--- src/rtl/lpd_pkg.sv ---
package lpd_pkg;

    localparam int LPD_IW    = 32;
    localparam int LPD_OFS_W = 32;
    localparam int LPD_IMM_W = 16;
    localparam int LPD_REG_W = 5;

    localparam logic [2:0] LPD_OP_IMM_HI = 3'b100;
    localparam logic [5:0] LPD_OP_IDX    = 6'h1F;
    localparam logic [2:0] LPD_FN_IDX_HI = 3'b001;

    typedef enum logic {
        MODE_REG_IMM = 1'b0,
        MODE_REG_REG = 1'b1
    } lpd_mode_e;

    typedef enum logic [1:0] {
        BASE_OTHER = 2'b00,
        BASE_SP    = 2'b01,
        BASE_GP    = 2'b10
    } lpd_base_e;

    typedef struct packed {
        logic                 valid;
        lpd_mode_e            mode;
        lpd_base_e            base;
        logic [LPD_OFS_W-1:0] offset;
    } lpd_rec_t;

    typedef enum logic {
        ST_IDLE  = 1'b0,
        ST_WRITE = 1'b1
    } lpd_state_e;

endpackage

--- src/rtl/lpd_slot_decode.sv ---
module lpd_slot_decode
    import lpd_pkg::*;
#(
    parameter int SP_REG = 29,
    parameter int GP_REG = 28
) (
    input  logic [LPD_IW-1:0] instr,
    output lpd_rec_t          rec
);

    localparam logic [LPD_REG_W-1:0] SP_NUM = LPD_REG_W'(SP_REG);
    localparam logic [LPD_REG_W-1:0] GP_NUM = LPD_REG_W'(GP_REG);

    logic [5:0]           op_f;
    logic [LPD_REG_W-1:0] base_f;
    logic [LPD_IMM_W-1:0] imm_f;
    logic                 is_imm;
    logic                 is_idx;

    always_comb begin
        op_f   = instr[31:26];
        base_f = instr[25:21];
        imm_f  = instr[LPD_IMM_W-1:0];
        is_imm = (op_f[5:3] == LPD_OP_IMM_HI);
        is_idx = (op_f == LPD_OP_IDX) && (instr[5:3] == LPD_FN_IDX_HI);
    end

    always_comb begin
        rec = '0;
        if (is_imm || is_idx) begin
            rec.valid = 1'b1;
            rec.mode  = is_idx ? MODE_REG_REG : MODE_REG_IMM;
            if (base_f == SP_NUM) begin
                rec.base = BASE_SP;
            end else if (base_f == GP_NUM) begin
                rec.base = BASE_GP;
            end else begin
                rec.base = BASE_OTHER;
            end
            if (is_idx) begin
                rec.offset = '0;
            end else begin
                rec.offset = {{(LPD_OFS_W-LPD_IMM_W){imm_f[LPD_IMM_W-1]}}, imm_f};
            end
        end
    end

endmodule

--- src/rtl/lpd_ctrl.sv ---
module lpd_ctrl
    import lpd_pkg::*;
(
    input  logic clk,
    input  logic rst_n,
    input  logic fill_valid,
    output logic wr_en
);

    lpd_state_e state_q;
    lpd_state_e state_d;

    always_comb begin
        unique case (state_q)
            ST_IDLE:  state_d = fill_valid ? ST_WRITE : ST_IDLE;
            ST_WRITE: state_d = fill_valid ? ST_WRITE : ST_IDLE;
            default:  state_d = ST_IDLE;
        endcase
    end

    always_ff @(posedge clk) begin
        if (!rst_n) begin
            state_q <= ST_IDLE;
        end else begin
            state_q <= state_d;
        end
    end

    always_comb begin
        unique case (state_q)
            ST_IDLE:  wr_en = 1'b0;
            ST_WRITE: wr_en = 1'b1;
            default:  wr_en = 1'b0;
        endcase
    end

endmodule

--- src/rtl/lpd_rec_store.sv ---
module lpd_rec_store
    import lpd_pkg::*;
(
    input  logic     clk,
    input  logic     rst_n,
    input  logic     capture,
    input  lpd_rec_t rec_d,
    output lpd_rec_t rec_q
);

    always_ff @(posedge clk) begin
        if (!rst_n) begin
            rec_q <= '0;
        end else if (capture) begin
            rec_q <= rec_d;
        end
    end

endmodule

--- src/rtl/lpd_fill_predecoder.sv ---
module lpd_fill_predecoder
    import lpd_pkg::*;
#(
    parameter int SLOTS  = 4,
    parameter int SP_REG = 29,
    parameter int GP_REG = 28
) (
    input  logic                     clk,
    input  logic                     rst_n,
    input  logic                     fill_valid,
    input  logic [SLOTS*LPD_IW-1:0]  fill_line,
    output logic                     rec_we,
    output logic [SLOTS-1:0]         rec_valid,
    output logic [SLOTS-1:0]         rec_mode,
    output logic [SLOTS*2-1:0]       rec_btype,
    output logic [SLOTS*LPD_OFS_W-1:0] rec_offset
);

    lpd_ctrl u_ctrl (
        .clk        (clk),
        .rst_n      (rst_n),
        .fill_valid (fill_valid),
        .wr_en      (rec_we)
    );

    for (genvar s = 0; s < SLOTS; s++) begin : g_slot
        lpd_rec_t rec_c;
        lpd_rec_t rec_r;

        lpd_slot_decode #(
            .SP_REG (SP_REG),
            .GP_REG (GP_REG)
        ) u_dec (
            .instr (fill_line[s*LPD_IW +: LPD_IW]),
            .rec   (rec_c)
        );

        lpd_rec_store u_store (
            .clk     (clk),
            .rst_n   (rst_n),
            .capture (fill_valid),
            .rec_d   (rec_c),
            .rec_q   (rec_r)
        );

        assign rec_valid[s]                       = rec_r.valid;
        assign rec_mode[s]                        = rec_r.mode;
        assign rec_btype[s*2 +: 2]                = rec_r.base;
        assign rec_offset[s*LPD_OFS_W +: LPD_OFS_W] = rec_r.offset;
    end

endmodule

--- config.mk ---
export PLATFORM = sky130hd
export DESIGN_NAME = lpd_fill_predecoder
export DESIGN_NICKNAME = d
export VERILOG_FILES = /design/src/rtl/lpd_pkg.sv /design/src/rtl/lpd_slot_decode.sv /design/src/rtl/lpd_ctrl.sv /design/src/rtl/lpd_rec_store.sv /design/src/rtl/lpd_fill_predecoder.sv
export SDC_FILE = /design/constraint.sdc
export NUM_CORES = 1
export LEC_CHECK = 0
export BUFFER_PORTS_ARGS = -buffer_cell sky130_fd_sc_hd__buf_2
export CORE_AREA = 4 4 104 106
export CTS_CLUSTER_SIZE = 28
export DETAILED_ROUTE_END_ITERATION = 12
export DIE_AREA = 0 0 108 110
export PLACE_DENSITY_LB_ADDON = 0.05
export SETUP_SLACK_MARGIN = 0.02
export SLEW_MARGIN = 25
export SYNTH_ARGS = -nofsm -noshare
export SYNTH_HDL_FRONTEND = slang
export SYNTH_SLANG_ARGS = --single-unit
--- constraint.sdc ---
create_clock -name clk -period 1.5 [get_ports clk]
set_input_delay 0.225 -clock clk [delete_from_list [all_inputs] [get_ports clk]]
set_output_delay 0.225 -clock clk [all_outputs]
set_load 0.01 [all_outputs]
==> results.json, run 1 <==
{
  "outcome": "complete, no violations",
  "fp.coreArea_um2": 9770,
  "worst-slew-pin-transition_ps": 750,
  "finalSetupViolations": 0,
  "synth_top_area_share_pct": 43.5,
  "drive_gt1_share_pct": 53.9,
  "worstPathRequired_ps": 1270,
  "clock_skew_ps": 0,
  "final_max_slew_viol_count": 0,
  "crit_family": "flip-flops",
  "via_count": 3216,
  "rsz0062_at_grt": "false",
  "cp_slowest_cell": "dfxtp_1",
  "yosys.area.top_type": "dfxtp_1",
  "synth_area_um2": 3730,
  "cts-hold-fix-buffers": 0,
  "synth_edf_count": 0,
  "post_cts_buffers": 0,
  "io-pin-count": 276,
  "vias_per_cell": 4.67,
  "finalWeightedCongestion": 0.725,
  "synth.area.top_cells": "dfxtp_1 (44%), buf_4 (13%), a22o_1 (8.9%)",
  "synth-seq-area-share_pct": 43.5,
  "cts.repair.resized": 0,
  "peakVddDrop_uv": 498,
  "first_pass_iters": 4,
  "clockBufferDepth": 2,
  "worstSkewPairLatency_ps": 330,
  "async_flop_share_pct": 0,
  "wirelength_um": 10400,
  "min_path_type": "in -> reg",
  "ant_nets": 0,
  "drcViolationCount": 0,
  "yosysUniqueCellTypes": 34,
  "synthesis.nets": 494,
  "finalSetupTns_ps": 0,
  "grt_pass1_wl_um": 15300,
  "area_delta_synth_final_pct": 31.3,
  "leakage_nw": 2.53,
  "dp_hpwl_um": 7920,
  "holdWs_ps": 76.7,
  "fin_crit_sh_pct": 90.6,
  "cap_violations": 0,
  "fmax_mhz": 736,
  "die_width_um": 108,
  "diodes": 0,
  "critPathBufInv": 1,
  "crit_arrival_ps": 1130,
  "synth_cells": 363,
  "synth_most_common_cell": "dfxtp_1",
  "cts-root-buf": "clkbuf_8",
  "grt_pass1_vias": 3074,
  "first_iter_violations": 115,
  "period_needed_ps": 1360,
  "slew_headroom_pct": 50.0,
  "grt_max_degree": 37,
  "dieArea_um2": 11900,
  "ys.flop_type": "dfxtp_1",
  "clock_sinks": 81,
  "yosys_warnings": 0,
  "path_clk_slew_ps": 80,
  "io_buffers": 255,
  "p_per_area_nw_per_um2": 933,
  "final_nets": 681,
  "antenna_found_initial": 0,
  "postSynthAreaPerCell_um2": 10.3,
  "fp.dieH_um": 110,
  "crit_fanout": 18,
  "grt_overflow_total": 0,
  "slowest_delay_ps": 580,
  "critPathCaptureType": "output port",
  "hold_viol": 0,
  "path_class": "reg -> out",
  "htree_levels": 3,
  "ys_ff_latch": 81,
  "start_util_pct": 38.1,
  "cts_tree": "done",
  "start_kind": "register",
  "cts_buffers": 9,
  "wire_per_inst_um": 15.0,
  "rows": 36,
  "synth_common_cells": "dfxtp_1 (81), buf_4 (64), and2_1 (39)",
  "r2r_slack_ps": 540,
  "track_usage_pct": 16.5,
  "worstPathCellList": "buf_2"
}
==> metrics by stage <==
| stage | util [%] | instances | total power, mW | worst slack, ps | instance area, um2 |
|---|---|---|---|---|---|
| 6_report | 50.0 | 688 | 4.56 | 141 | 4890 |
| 5_1_grt | 50.0 | 688 | 4.79 | 20.6 | 4890 |
| 4_1_cts | 50.0 | 688 | 4.62 | 80.0 | 4890 |
| 3_5_place_dp | 47.5 | 672 | 2.69 | -12.1 | 4650 |
| 3_3_place_gp | 47.5 | 672 | 2.69 | 23.4 | 4650 |
| 2_1_floorplan | - | 363 | 2.48 | 285 | 3730 |
==> per-layer routing <==
| layer | vias up | global-route usage [%] | part of all wire, % |
|---|---|---|---|
| li1 | 1585 | - | - |
| met2 | 152 | 29.1 | 50 |
| met1 | 1468 | 18.5 | 39 |
| met4 | 0 | 5.86 | 1.2 |
| met5 | - | 0 | 0 |
| met3 | 11 | 5.94 | 10 |
==> layout by cell type (no fill, tap or decap), types with 2 or more instances in the layout <==
cell	count
buf_2	255
dfxtp_1	80
and2_1	39
a22o_1	38
nor2b_1	25
a22oi_1	23
nand2_1	16
clkbuf_8	10
buf_4	9
a21boi_1	6
nand4_1	5
o31ai_2	4
and4bb_1	3
a32o_1	3
and4b_1	3
and4bb_2	3
bufinv_16	3
nand3_1	2
o21ai_1	2
and4b_2	2
a41oi_4	2
inv_1	2
or2_2	2
o31ai_1	2
buf_12	2
==> kinds of logic (layout without fill, tap and decap cells) <==
family / count (synthesis) / in the layout / synth area share, %
compound gates: 85 / 85 / 20.7
buf+inv: 93 / 285 / 17.6
flops: 81 / 81 / 43.5
simple gates: 104 / 104 / 18.2
==> sequential cells by signal, summed over array words and instances (netlist names) <==
| register | cells |
|---|---|
| g_slot.u_store.rec_q | 80 |
| u_ctrl.state_q | 1 |
==> power breakdown <==
group | internal, mW | switching (mW)
Combinational | 0.228 | 0.216
Sequential | 2.18 | 0.0174
Clock | 1.15 | 0.776
==> worst paths after layout <==
check / from / end / cells after the start
worst max-delay path: g_slot[1].u_store.rec_q[30] / rec_offset[47] / 1
worst min-delay path: fill_line[117] / g_slot[3].u_store.rec_q[33] / 2
worst max register to register: g_slot[1].u_store.rec_q[30] / g_slot[1].u_store.rec_q[30] / 2
worst min register to register: g_slot[0].u_store.rec_q[4] / g_slot[0].u_store.rec_q[4] / 1
==> final cells by class <==
type	instances	area (um2)
clock buffers	11	141
clock inverters	5	103
fillers	961	4880
inverters	3	11.3
multi-input cells	189	1460
flip-flops and latches	81	1620
well taps	133	166
repair buffers	266	1380
(Power assumes the default switching activity.)
==> run 2, diff against run 1 <==
- CORE_AREA: 4 4 104 106 -> 2 2 108 110
- DIE_AREA: 0 0 108 110 -> 0 0 110 112
- PLACE_DENSITY: default -> 0.76
- PLACE_DENSITY_LB_ADDON: 0.05 -> default
==> run 2 against run 1 <==
Against the previous run:
- global-route usage decreased by 0.72 points
- non-clock buffer count increased by 2
- utilization decreased by 5.0 points
- sequential share of layout area decreased by 0.87 points
- final area increased by 2.8%
- register-to-register slack about the same
- largest cell class unchanged
==> results.json, run 2 (synthesized netlist as in run 1, its figures left out) <==
{
  "outcome": "complete, no violations",
  "finalWeightedCongestion": 0.800,
  "min_path_type": "in -> reg",
  "regMostFlops": "g_slot.u_store.rec_q",
  "fp.coreArea_um2": 11200,
  "dieArea_um2": 12300,
  "leakage_nw": 2.59,
  "grtUsageMet3_pct": 4.63,
  "crit_family": "flip-flops",
  "cts-hold-fix-buffers": 0,
  "fmax_mhz": 746,
  "rows": 39,
  "fill_cells": 1083,
  "io_buffers": 255,
  "finalSetupTns_ps": 0,
  "clockBufferDepth": 2,
  "htree_levels": 3,
  "die_width_um": 110,
  "worst-slew-pin-transition_ps": 737,
  "globalRouteMet2Util_pct": 28.1,
  "worstPathCellList": "buf_2",
  "io-pin-count": 276,
  "crit_arrival_ps": 1110,
  "path_class": "reg -> out",
  "finalSetupViolations": 0,
  "start_kind": "register",
  "period_needed_ps": 1340,
  "p_per_area_nw_per_um2": 1020,
  "vias_per_cell": 4.77,
  "fin_crit_sh_pct": 89.3,
  "largest_reg_flops": 80,
  "path_clk_slew_ps": 60,
  "track_usage_pct": 15.8,
  "peakVddDrop_uv": 473,
  "grt_max_degree": 39,
  "top_regs": "g_slot.u_store.rec_q: 80 flops, u_ctrl.state_q: 1 flops",
  "rsz0062_at_grt": "false",
  "grt_overflow_total": 0,
  "fin_ws_ps": 160,
  "grt_use_met1_pct": 16.6,
  "diodes": 0,
  "grt_pass1_wl_um": 15100,
  "wirelength_um": 10100,
  "worstPathRequired_ps": 1270,
  "slew_headroom_pct": 50.9,
  "grt_pass1_vias": 3251,
  "critPathBufInv": 1,
  "final_max_slew_viol_count": 0,
  "drcViolationCount": 0,
  "post_cts_buffers": 0,
  "final_nets": 683,
  "worstSkewPairLatency_ps": 330,
  "cts_buffers": 9,
  "instances_no_fill": 700,
  "hold_viol": 0,
  "dp_cells": 684,
  "finalCoreUtilization_pct": 45.0,
  "first_pass_iters": 4,
  "dp_hpwl_um": 7730,
  "wire_per_inst_um": 14.4,
  "fp.dieH_um": 112,
  "preCtsSetupSlack_ps": -3.21,
  "via_count": 3341,
  "grt_busiest_layer": "met2",
  "cts-root-buf": "clkbuf_16",
  "area_delta_synth_final_pct": 35.0,
  "first_iter_violations": 108,
  "drive_gt1_share_pct": 54.6,
  "ant_nets": 0,
  "mostFrequentLayoutCells": "buf_2 (255), dfxtp_1 (78), and2_1 (39)",
  "slowest_delay_ps": 560,
  "cap_violations": 0,
  "clock_skew_ps": 0,
  "crit_fanout": 18,
  "antenna_found_initial": 0,
  "start_util_pct": 33.3,
  "final_common_cell": "buf_2",
  "clock_sinks": 81,
  "critPathCaptureType": "output port",
  "cp_slowest_cell": "dfxtp_1",
  "cts_tree": "done"
}
==> run 2: cell count changes in the layout (fill, tap and decap cells not counted), moves of 2 or more <==
cell,delta
clkbuf_8,-7
dfxtp_2,+2
dfxtp_1,-2
clkbuf_16,+9
==> run 2: metal layers <==
metal  part of all wire, %  up-vias
met1                    39     1568
met4                   2.5        0
met2                    51      159
met5                     0        -
li1                      -     1593
met3                   8.1       21
==> run 2: cell type report <==
class | instances | area (um2) | area share, %
clock buffers | 12 | 267 | 5.30
clock inverters | 4 | 73.8 | 1.47
inverters | 3 | 11.3 | 0.224
multi-input cells | 189 | 1460 | 29.1
flip-flops and latches | 81 | 1630 | 32.3
well taps | 143 | 179 | 3.56
repair buffers | 268 | 1410 | 28.1
==> run 2: metrics by stage <==
step	total power [mW]	area (um2)	hold WS, ps
6_report	5.13	5030	90.1
5_1_grt	5.34	5030	86.1
4_1_cts	5.20	5030	71.7
3_5_place_dp	2.71	4690	442
3_3_place_gp	2.69	4690	433
2_1_floorplan	2.48	3730	321
==> run 2: power breakdown <==
group / total (mW) / internal [mW] / switching [mW]
logic: 0.455 / 0.232 / 0.223
registers: 2.20 / 2.18 / 0.0185
clock network: 2.48 / 1.59 / 0.883
total: 5.13 / 4.01 / 1.12
==> run 2: timing repair <==
| item | CTS | global route |
|---|---|---|
| endpoints found under the hold margin | 0 | 0 |
| setup endpoints to repair | 0 | 51 |
| gates resized for setup | 0 | 3 |
==> run 2: path summary, 6_finish.rpt <==
check / start / endpoint / slack, ps / depth (start not counted)
min: fill_line[21] / g_slot[0].u_store.rec_q[33] / 90 / 2
max: g_slot[2].u_store.rec_q[30] / rec_offset[90] / 160 / 1
max reg2reg: g_slot[2].u_store.rec_q[30] / g_slot[2].u_store.rec_q[30] / 540 / 2
min reg2reg: g_slot[0].u_store.rec_q[4] / g_slot[0].u_store.rec_q[4] / 460 / 1
